**config.mk**
```make
export PLATFORM = sky130hd
export DESIGN_NAME = nco_clkgen
export DESIGN_NICKNAME = d
export VERILOG_FILES = /design/src/rtl/nco_pkg.sv /design/src/rtl/nco_fcw_reg.sv /design/src/rtl/nco_opnd_gate.sv /design/src/rtl/nco_phase_acc.sv /design/src/rtl/nco_clkgen.sv
export SDC_FILE = /design/constraint.sdc
export NUM_CORES = 1
export LEC_CHECK = 0
export ABC_AREA = 1
export BUFFER_PORTS_ARGS = -buffer_cell sky130_fd_sc_hd__buf_4
export CORE_MARGIN = 2
export CORE_UTILIZATION = 41
export DETAILED_ROUTE_END_ITERATION = 7
export GPL_TIMING_DRIVEN = 0
export PLACE_DENSITY = 0.61
export SLEW_MARGIN = 40
export SYNTH_ARGS = -nofsm -noshare
export SYNTH_HDL_FRONTEND = slang
export SYNTH_HIERARCHICAL = 1
export SYNTH_SLANG_ARGS = --single-unit
export TNS_END_PERCENT = 5
```
**constraint.sdc**
```tcl
create_clock -name clk_i -period 4.7 [get_ports clk_i]
set_input_delay 0.94 -clock clk_i [delete_from_list [all_inputs] [get_ports clk_i]]
set_output_delay 0.94 -clock clk_i [all_outputs]
set_load 0.03 [all_outputs]
```
**src/rtl/nco_pkg.sv**
```systemverilog
package nco_pkg;
  localparam int unsigned NCO_ACC_W = 33;
  localparam int unsigned NCO_FCW_W = 31;
endpackage

```
**src/rtl/nco_fcw_reg.sv**
```systemverilog
module nco_fcw_reg #(
  parameter int unsigned ACC_W = nco_pkg::NCO_ACC_W,
  parameter int unsigned FCW_W = nco_pkg::NCO_FCW_W
) (
  input  logic             clk_i,
  input  logic             rst_ni,
  input  logic [FCW_W-1:0] fcw_i,
  output logic [ACC_W-1:0] inc_o
);
  localparam int unsigned PAD_W = ACC_W - FCW_W;

  logic [FCW_W-1:0] fcw_q;

  always_ff @(posedge clk_i or negedge rst_ni) begin
    if (!rst_ni) fcw_q <= '0;
    else         fcw_q <= fcw_i;
  end

  generate
    if (PAD_W > 0) begin : g_pad
      assign inc_o = {{PAD_W{1'b0}}, fcw_q};
    end else begin : g_nopad
      assign inc_o = fcw_q;
    end
  endgenerate

  // one-cycle pipeline of the control word
  assert_fcw_pipe_R3: assert property (@(posedge clk_i) disable iff (!rst_ni)
    1'b1 |=> inc_o[FCW_W-1:0] == $past(fcw_i));
endmodule

```
**src/rtl/nco_opnd_gate.sv**
```systemverilog
module nco_opnd_gate #(
  parameter int unsigned ACC_W = nco_pkg::NCO_ACC_W
) (
  input  logic             clr_i,
  input  logic [ACC_W-1:0] acc_i,
  input  logic [ACC_W-1:0] inc_i,
  output logic [ACC_W-1:0] opa_o,
  output logic [ACC_W-1:0] opb_o
);
  // clear is folded into the operands, ahead of the carry chain
  logic [ACC_W-1:0] keep;
  assign keep  = {ACC_W{~clr_i}};
  assign opa_o = acc_i & keep;
  assign opb_o = inc_i & keep;
endmodule

```
**src/rtl/nco_phase_acc.sv**
```systemverilog
module nco_phase_acc #(
  parameter int unsigned ACC_W = nco_pkg::NCO_ACC_W
) (
  input  logic             clk_i,
  input  logic             rst_ni,
  input  logic             clr_i,
  input  logic [ACC_W-1:0] opa_i,
  input  logic [ACC_W-1:0] opb_i,
  output logic [ACC_W-1:0] acc_o
);
  logic [ACC_W-1:0] acc_q;

  always_ff @(posedge clk_i or negedge rst_ni) begin
    if (!rst_ni) acc_q <= '0;
    else         acc_q <= opa_i + opb_i;
  end

  assign acc_o = acc_q;

  assert_reset_zero_R1: assert property (@(posedge clk_i)
    !rst_ni |-> acc_q == '0);

  assert_clear_zero_R5: assert property (@(posedge clk_i) disable iff (!rst_ni)
    clr_i |=> acc_q == '0);
endmodule

```
**src/rtl/nco_clkgen.sv**
```systemverilog
module nco_clkgen #(
  parameter int unsigned ACC_W = nco_pkg::NCO_ACC_W,
  parameter int unsigned FCW_W = nco_pkg::NCO_FCW_W
) (
  input  logic             clk_i,
  input  logic             rst_ni,
  input  logic             clr_i,
  input  logic [FCW_W-1:0] fcw_i,
  output logic [ACC_W-1:0] phase_o,
  output logic             clk_o
);
  logic [ACC_W-1:0] inc;
  logic [ACC_W-1:0] opa;
  logic [ACC_W-1:0] opb;
  logic [ACC_W-1:0] acc;

  nco_fcw_reg #(.ACC_W(ACC_W), .FCW_W(FCW_W)) i_fcw_reg (
    .clk_i (clk_i),
    .rst_ni(rst_ni),
    .fcw_i (fcw_i),
    .inc_o (inc)
  );

  nco_opnd_gate #(.ACC_W(ACC_W)) i_opnd_gate (
    .clr_i(clr_i),
    .acc_i(acc),
    .inc_i(inc),
    .opa_o(opa),
    .opb_o(opb)
  );

  nco_phase_acc #(.ACC_W(ACC_W)) i_phase_acc (
    .clk_i (clk_i),
    .rst_ni(rst_ni),
    .clr_i (clr_i),
    .opa_i (opa),
    .opb_i (opb),
    .acc_o (acc)
  );

  assign phase_o = acc;
  assign clk_o   = acc[ACC_W-1];

  // modulo step across modules (covers R6 wrap)
  assert_phase_step_R2: assert property (@(posedge clk_i) disable iff (!rst_ni)
    !clr_i |=> phase_o == ACC_W'($past(phase_o) + $past(inc)));
endmodule

```
## After elaboration in Yosys (flattened, before gate mapping)

Cells that the tools add are included.

- Register bits after elaboration: 64
- Input port bits: 34
- Word-level logic and storage cells: 6

- Add/subtract/negate cells: 1
- Bitwise logic cells: 3

Operators with widths:

| cell | count |
|---|---|
| $add A33 B33 Y33 | 1 |
| $and A31 B33 Y33 | 1 |
| $and A33 B33 Y33 | 1 |
| $not A1 Y1 | 1 |

## Longest topological paths before layout

Gate-level depths: netlist (run 1).

- Depth after elaboration: 3
- Depth in mapped cells: 15
- Depth with buffers taken out: 14

## Hierarchy

Netlist (run 1), hierarchy kept.

Modules (own cells, without submodules):

| module | instances | cells each | area each (um^2) |
|---|---|---|---|
| nco_phase_acc | 1 | 555 | 3293.2 |
| nco_fcw_reg | 1 | 34 | 794.5 |
| nco_opnd_gate | 1 | 139 | 558.0 |
| nco_clkgen | 1 | 1 | 7.5 |

## Least setup slack after synthesis (run 1)

Ideal clock, no wire load.

- Path type: input -> register
- From: input port clr_i
- To: register i_phase_acc.acc_q[30] (netlist: i_phase_acc/acc_o[30])
- Library setup time: 117 ps
- Arrival: 2508 ps
- Setup slack: 2075 ps
- Cell stages on the path: 15
- Cells stage by stage: buf_4 buf_6 nor2_1 ha_1 fa_1 nand2_1 nand2_2 nand3_1 nand2_2 nand2_1 nand2_2 nand2_1 nand2_1 nand2_1 nand2_1

- Word-level cells in the longest chain between the ends: 3
- Elaborated cells on any way between the ends: 4
- Those cells by class: add/sub: 1; bitwise: 3

Ends and longest elaborated chain:

| what | line | text |
|---|---|---|
| start: declaration | nco_clkgen.sv:7 | `input logic clr_i,` |
| $not A1 Y1 | nco_opnd_gate.sv:12 | `assign keep = {ACC_W{~clr_i}};` |
| $and A31 B33 Y33 | nco_opnd_gate.sv:14 | `assign opb_o = inc_i & keep;` |
| net opb[0] | nco_clkgen.sv:14 | `logic [ACC_W-1:0] opb;` |
| $add A33 B33 Y33 | nco_phase_acc.sv:15 | `else acc_q <= opa_i + opb_i;` |
| end signal: assignment | nco_phase_acc.sv:15 |  |
| end: declaration | nco_phase_acc.sv:11 | `logic [ACC_W-1:0] acc_q;` |

The timed path passes the listed nets, and every way through them passes these cells.

## Worst setup path after layout (run 1)

Same ends and word-level chain as after synthesis.

==> results of run 1 <==
[final timing paths]
path                                                start                              end  slack (ps)  cells after the start
max                                                 clr_i  i_phase_acc/acc_o[30]$_DFF_PN0_        2060                     15
min                                                rst_ni  i_phase_acc/acc_o[12]$_DFF_PN0_         590                      1
max reg2reg                i_phase_acc/acc_o[0]$_DFF_PN0_  i_phase_acc/acc_o[30]$_DFF_PN0_        2600                     14
min reg2reg                  i_fcw_reg/fcw_q[0]$_DFF_PN0_   i_phase_acc/acc_o[0]$_DFF_PN0_         610                      3
max in group asynchronous                          rst_ni     i_fcw_reg/fcw_q[0]$_DFF_PN0_        3720                      1
min in group clk_i           i_fcw_reg/fcw_q[0]$_DFF_PN0_   i_phase_acc/acc_o[0]$_DFF_PN0_         610                      3
[metal layers]
layer	global-route usage, %	vias to the layer above	wire length [um]
li1	-	2247	-
met1	26.06	1766	5630
met2	30.72	68	4887
met3	4.720	7	428
met4	6.250	0	128
met5	0	-	0
[flip-flops by register name, indices dropped and copies added, names as in the netlist]
register / flops
i_phase_acc/acc_o: 33
i_fcw_reg/fcw_q: 31
[cell type report]
class	instances	area [um^2]	area share, %
Timing Repair Buffer	66	499.2	8.882
Buffer	10	85.08	1.514
Clock inverter	3	42.54	0.7569
Multi-Input combinational cell	466	2257	40.16
Clock buffer	12	246.5	4.386
Sequential cell	64	1602	28.50
Tap cell	140	175.2	3.117
Inverter	190	713.2	12.69
[kinds of logic after synthesis]
kind of cell,synth area share [%]
adders and majority gates,9.035
buffers and inverters,17.16
DFF,34.42
AOI/OAI and AO/OA,2.474
xor gates and xnor gates,3.012
other,0.08059
and+or+nand+nor,33.83
[report_power, final]
group / switching (mW) / internal [mW]
Clock: 0.230 / 0.420
Combinational: 0.495 / 0.274
Sequential: 0.0456 / 0.643
[cells in the mapped netlist (all sizes together) (2+ instances only)]
master	number
xnor2	2
nand4	3
xor2	14
nor3	4
nand3	25
inv	190
nand2	255
a21oi	20
dfrtp	64
nor2	105
ha	32
buf	10
[critical path: stages]
cell,delay [ps]
buf_4,180
buf_6,170
nor2_1,60
ha_1,220
fa_1,430
nand2_1,110
nand2_2,70
nand3_1,100
nand2_2,70
nand2_1,80
nand2_2,110
nand2_1,130
nand2_1,60
nand2_1,60
nand2_1,40
==> results.json, run 1 <==
{
  "status": "finished, final reports clean",
  "grt_overflow": 0,
  "final.min_clock_period_ps": 2636,
  "syn2layout_area_growth_pct": 20.79,
  "clkLatencyLatePin_ps": 340,
  "first_pass_iters": 4,
  "yosysWarnings": 6,
  "critical_path_arrival_ps": 2860,
  "min_period_over_period_pct": 56.08,
  "final_nets": 874,
  "place_ws_ps": 1749,
  "routed_wl_mm": 11.08,
  "ys_dominant_reg_cell": "dfrtp_1",
  "postCtsHoldBufs": 0,
  "placed_area_um2": 5328,
  "portBuffers": 66,
  "grt.total_usage_pct": 19.37,
  "drtIter0Drc": 165,
  "finalPower_mw": 2.107,
  "viasPerCell": 4.299,
  "post_cts_buffers": 0,
  "synth_edf_count": 0,
  "drc": 0,
  "synth_seq_cells": 64,
  "hold_viol_final": 0,
  "synthArstFlopShare_pct": 100.0,
  "diodes": 0,
  "critical_path.max_fanout": 10,
  "hold_class": "input pin to asynchronous set/reset pin",
  "tightestPinTransition_ps": 567.7,
  "ys_types": 22,
  "crit_required_ps": 4920,
  "cts_inserted_buffers": 9,
  "syn_inst": 729,
  "die_h_um": 110.5,
  "cts_tree": "built",
  "cts_sinks": 64,
  "pin_count": 68,
  "core_um2": 10940,
  "finalClockSkew_ps": 5.989,
  "netlist.top_cell.by_area": "dfrtp_1",
  "rows": 38,
  "ys_seq_area_share_pct": 34.42,
  "antenna_found_initial": 0,
  "drv_cap": 0,
  "powerDensity_nw_per_um2": 374.9,
  "fillers": 1180,
  "place.gp.congestion": 0.8670,
  "clk_pin_slew_ps": 50,
  "fin_util_pct": 51.40,
  "critPathKind": "input pin to register",
  "final_common_cell": "nand2_1",
  "avgSynthCellArea_um2": 6.383,
  "slew_violations": 0,
  "synth_area_leaders": "dfrtp_1, nand2_1, inv_1",
  "synth.top_cell.area_share_pct": 34.42,
  "postRouteAntennaNets": 0,
  "clock.fmax_mhz": 379.4,
  "grt_pass1_wl_mm": 18.96,
  "grt_pass1_vias": 4057,
  "fin_area_um2": 5620,
  "dp.cells": 936,
  "hold_ws_ps": 588.9,
  "layoutNonFillerInstCount": 951,
  "grt_max_degree": 65,
  "drive_gt1_share_pct": 13.19,
  "htreeDepth": 3,
  "startpoint_type": "input pin",
  "die_w_um": 110.5,
  "root_buffer": "clkbuf_16",
  "peakVddDrop_mv": 0.2578,
  "die-area_um2": 12220,
  "cp-end-kind": "register",
  "avgRoutedWirePerCell_um": 11.65,
  "p_leak_nw": 3.595,
  "setup_viol": 0,
  "post-dp-hpwl_mm": 8.897,
  "cts_buffer_depth": 2,
  "initial_core_util_pct": 42.55,
  "rsz0062_at_grt": "no",
  "setup_tns_ps": 0,
  "fin_ws_ps": 2064,
  "netlist_area_um2": 4653,
  "cts_resized": 0,
  "vias": 4088,
  "layout_common_cells": "nand2_1, inv_1, nor2_1",
  "slew_headroom_pct": 62.15
}
Note: power is estimated with default switching activity, not from simulation.
==> inputs of run 2 (changes only) <==
Settings changed: PLACE_DENSITY 0.61 to 0.64.
Clock period 4.7 ns to 2.2 ns, I/O delays scaled along.
==> results.json, run 2 (synthesis gave the netlist of run 1 again) <==
{
  "clk_pin_slew_ps": 50,
  "largest_reg_flops": 33,
  "hold_class": "input pin to asynchronous set/reset pin",
  "post-dp-hpwl_mm": 8.855,
  "cts_sinks": 64,
  "clkLatencyLatePin_ps": 340,
  "initial_core_util_pct": 42.55,
  "hold_viol_final": 0,
  "min_period_over_period_pct": 94.51,
  "drive_gt1_share_pct": 13.30,
  "avgRoutedWirePerCell_um": 11.46,
  "pin_count": 68,
  "grt_overflow": 0,
  "cp_common_cell": "nand2_1",
  "critical_path_arrival_ps": 2290,
  "post_cts_buffers": 0,
  "startpoint_type": "input pin",
  "final_common_cell": "nand2_1",
  "root_buffer": "clkbuf_16",
  "cts_inserted_buffers": 9,
  "setup_tns_ps": 0,
  "viasPerCell": 4.337,
  "p_leak_nw": 3.610,
  "status": "finished, final reports clean",
  "critPathKind": "input pin to register",
  "grt.total_usage_pct": 19.52,
  "slew_headroom_pct": 62.31,
  "antenna_found_initial": 0,
  "place_ws_ps": -300.7,
  "hold_ws_ps": 72.95,
  "layoutNonFillerInstCount": 952,
  "grt_pass1_wl_mm": 19.07,
  "fin_ws_ps": 120.8,
  "cts_buffer_depth": 2,
  "drtIter0Drc": 175,
  "critical_path.max_fanout": 10,
  "cp-end-kind": "register",
  "crit_required_ps": 2410,
  "vias": 4129,
  "finalPower_mw": 4.625,
  "grt_pass1_vias": 4029,
  "cp_slowest_cell": "fa_2",
  "htreeDepth": 3,
  "clock.fmax_mhz": 481.0,
  "drc": 0,
  "cts_tree": "built",
  "rows": 38,
  "finalClockSkew_ps": 8.570,
  "rsz0062_at_grt": "no",
  "first_pass_iters": 4,
  "slew_violations": 0,
  "core_um2": 10940,
  "path_cells": "buf_4 > buf_8 > nor2_1 > ha_1 > fa_2 > nand2_1 > nand2_2 > nand3_1 > nand2_2 > nand2_1 > nand2_2 > nand2_1 > nand2_1 > nand2_1 > nand2_1",
  "multi_input_area_um2": 2260,
  "grt_max_degree": 65,
  "fillers": 1162,
  "final_nets": 874,
  "syn2layout_area_growth_pct": 21.48,
  "place.gp.congestion": 0.8809,
  "r2r_slack_ps": 150,
  "tightestPinTransition_ps": 565.4,
  "powerDensity_nw_per_um2": 818.2,
  "diodes": 0,
  "layout_common_cells": "nand2_1, inv_1, nor2_1",
  "die_h_um": 110.5,
  "die_w_um": 110.5,
  "peakVddDrop_mv": 0.4770,
  "setup_viol": 0,
  "register_area_um2": 1602,
  "slowest_delay_ps": 390,
  "drv_cap": 0,
  "dp.cells": 936,
  "final.min_clock_period_ps": 2079,
  "portBuffers": 66,
  "die-area_um2": 12220,
  "routed_wl_mm": 10.91,
  "postRouteAntennaNets": 0
}
[run 2: routing by layer]
metal / track usage, % / wire length, um / vias to the layer above
met5: 0 / 0 / -
met4: 7.083 / 188 / 0
met3: 4.610 / 427 / 12
met2: 29.98 / 4804 / 73
met1: 26.88 / 5488 / 1788
li1: - / - / 2256
[run 2: worst paths after layout]
path,from,to,depth (start not counted)
worst max-delay path,clr_i,i_phase_acc/acc_o[22]$_DFF_PN0_,15
worst min-delay path,rst_ni,i_fcw_reg/fcw_q[11]$_DFF_PN0_,1
worst max register to register,i_phase_acc/acc_o[0]$_DFF_PN0_,i_phase_acc/acc_o[22]$_DFF_PN0_,14
worst min register to register,i_fcw_reg/fcw_q[0]$_DFF_PN0_,i_phase_acc/acc_o[0]$_DFF_PN0_,3
max in group asynchronous,rst_ni,i_fcw_reg/fcw_q[30]$_DFF_PN0_,1
min in group clk_i,fcw_i[11],i_fcw_reg/fcw_q[11]$_DFF_PN0_,1
[run 2: stage by stage]
| stage | util [%] | instance area, um^2 |
|---|---|---|
| floorplan | - | 4657 |
| global placement | 48.72 | 5328 |
| detailed placement | 48.72 | 5328 |
| CTS | 51.60 | 5643 |
| global route | 51.69 | 5653 |
| finish | 51.69 | 5653 |
[run 2: critical path: cells and delay by family]
kind,cells,cell delay (ps)
and+or+nand+nor,11,870
adders and majority gates,2,620
buffers and inverters,2,350
[run 2: what timing repair did]
item	in CTS	in global routing
gates resized for setup	0	2
setup endpoints to repair	0	5
hold buffers	0	0
[run 2: final cells by class]
type                    count  share of cell area [%]
plain buffers              10                   1.571
clock buffers              13                   4.427
clock inverters             3                   1.151
inverters                 190                   12.62
multi-input cells         466                   39.97
flip-flops and latches     64                   28.33
well taps                 140                   3.099
repair buffers             66                   8.831
[run 2: report_power, final]
group	internal (mW)	switching, mW	total (mW)
sequential	1.37	0.0946	1.47
combinational	0.584	1.05	1.63
clock	1.02	0.504	1.52
total	2.98	1.65	4.63
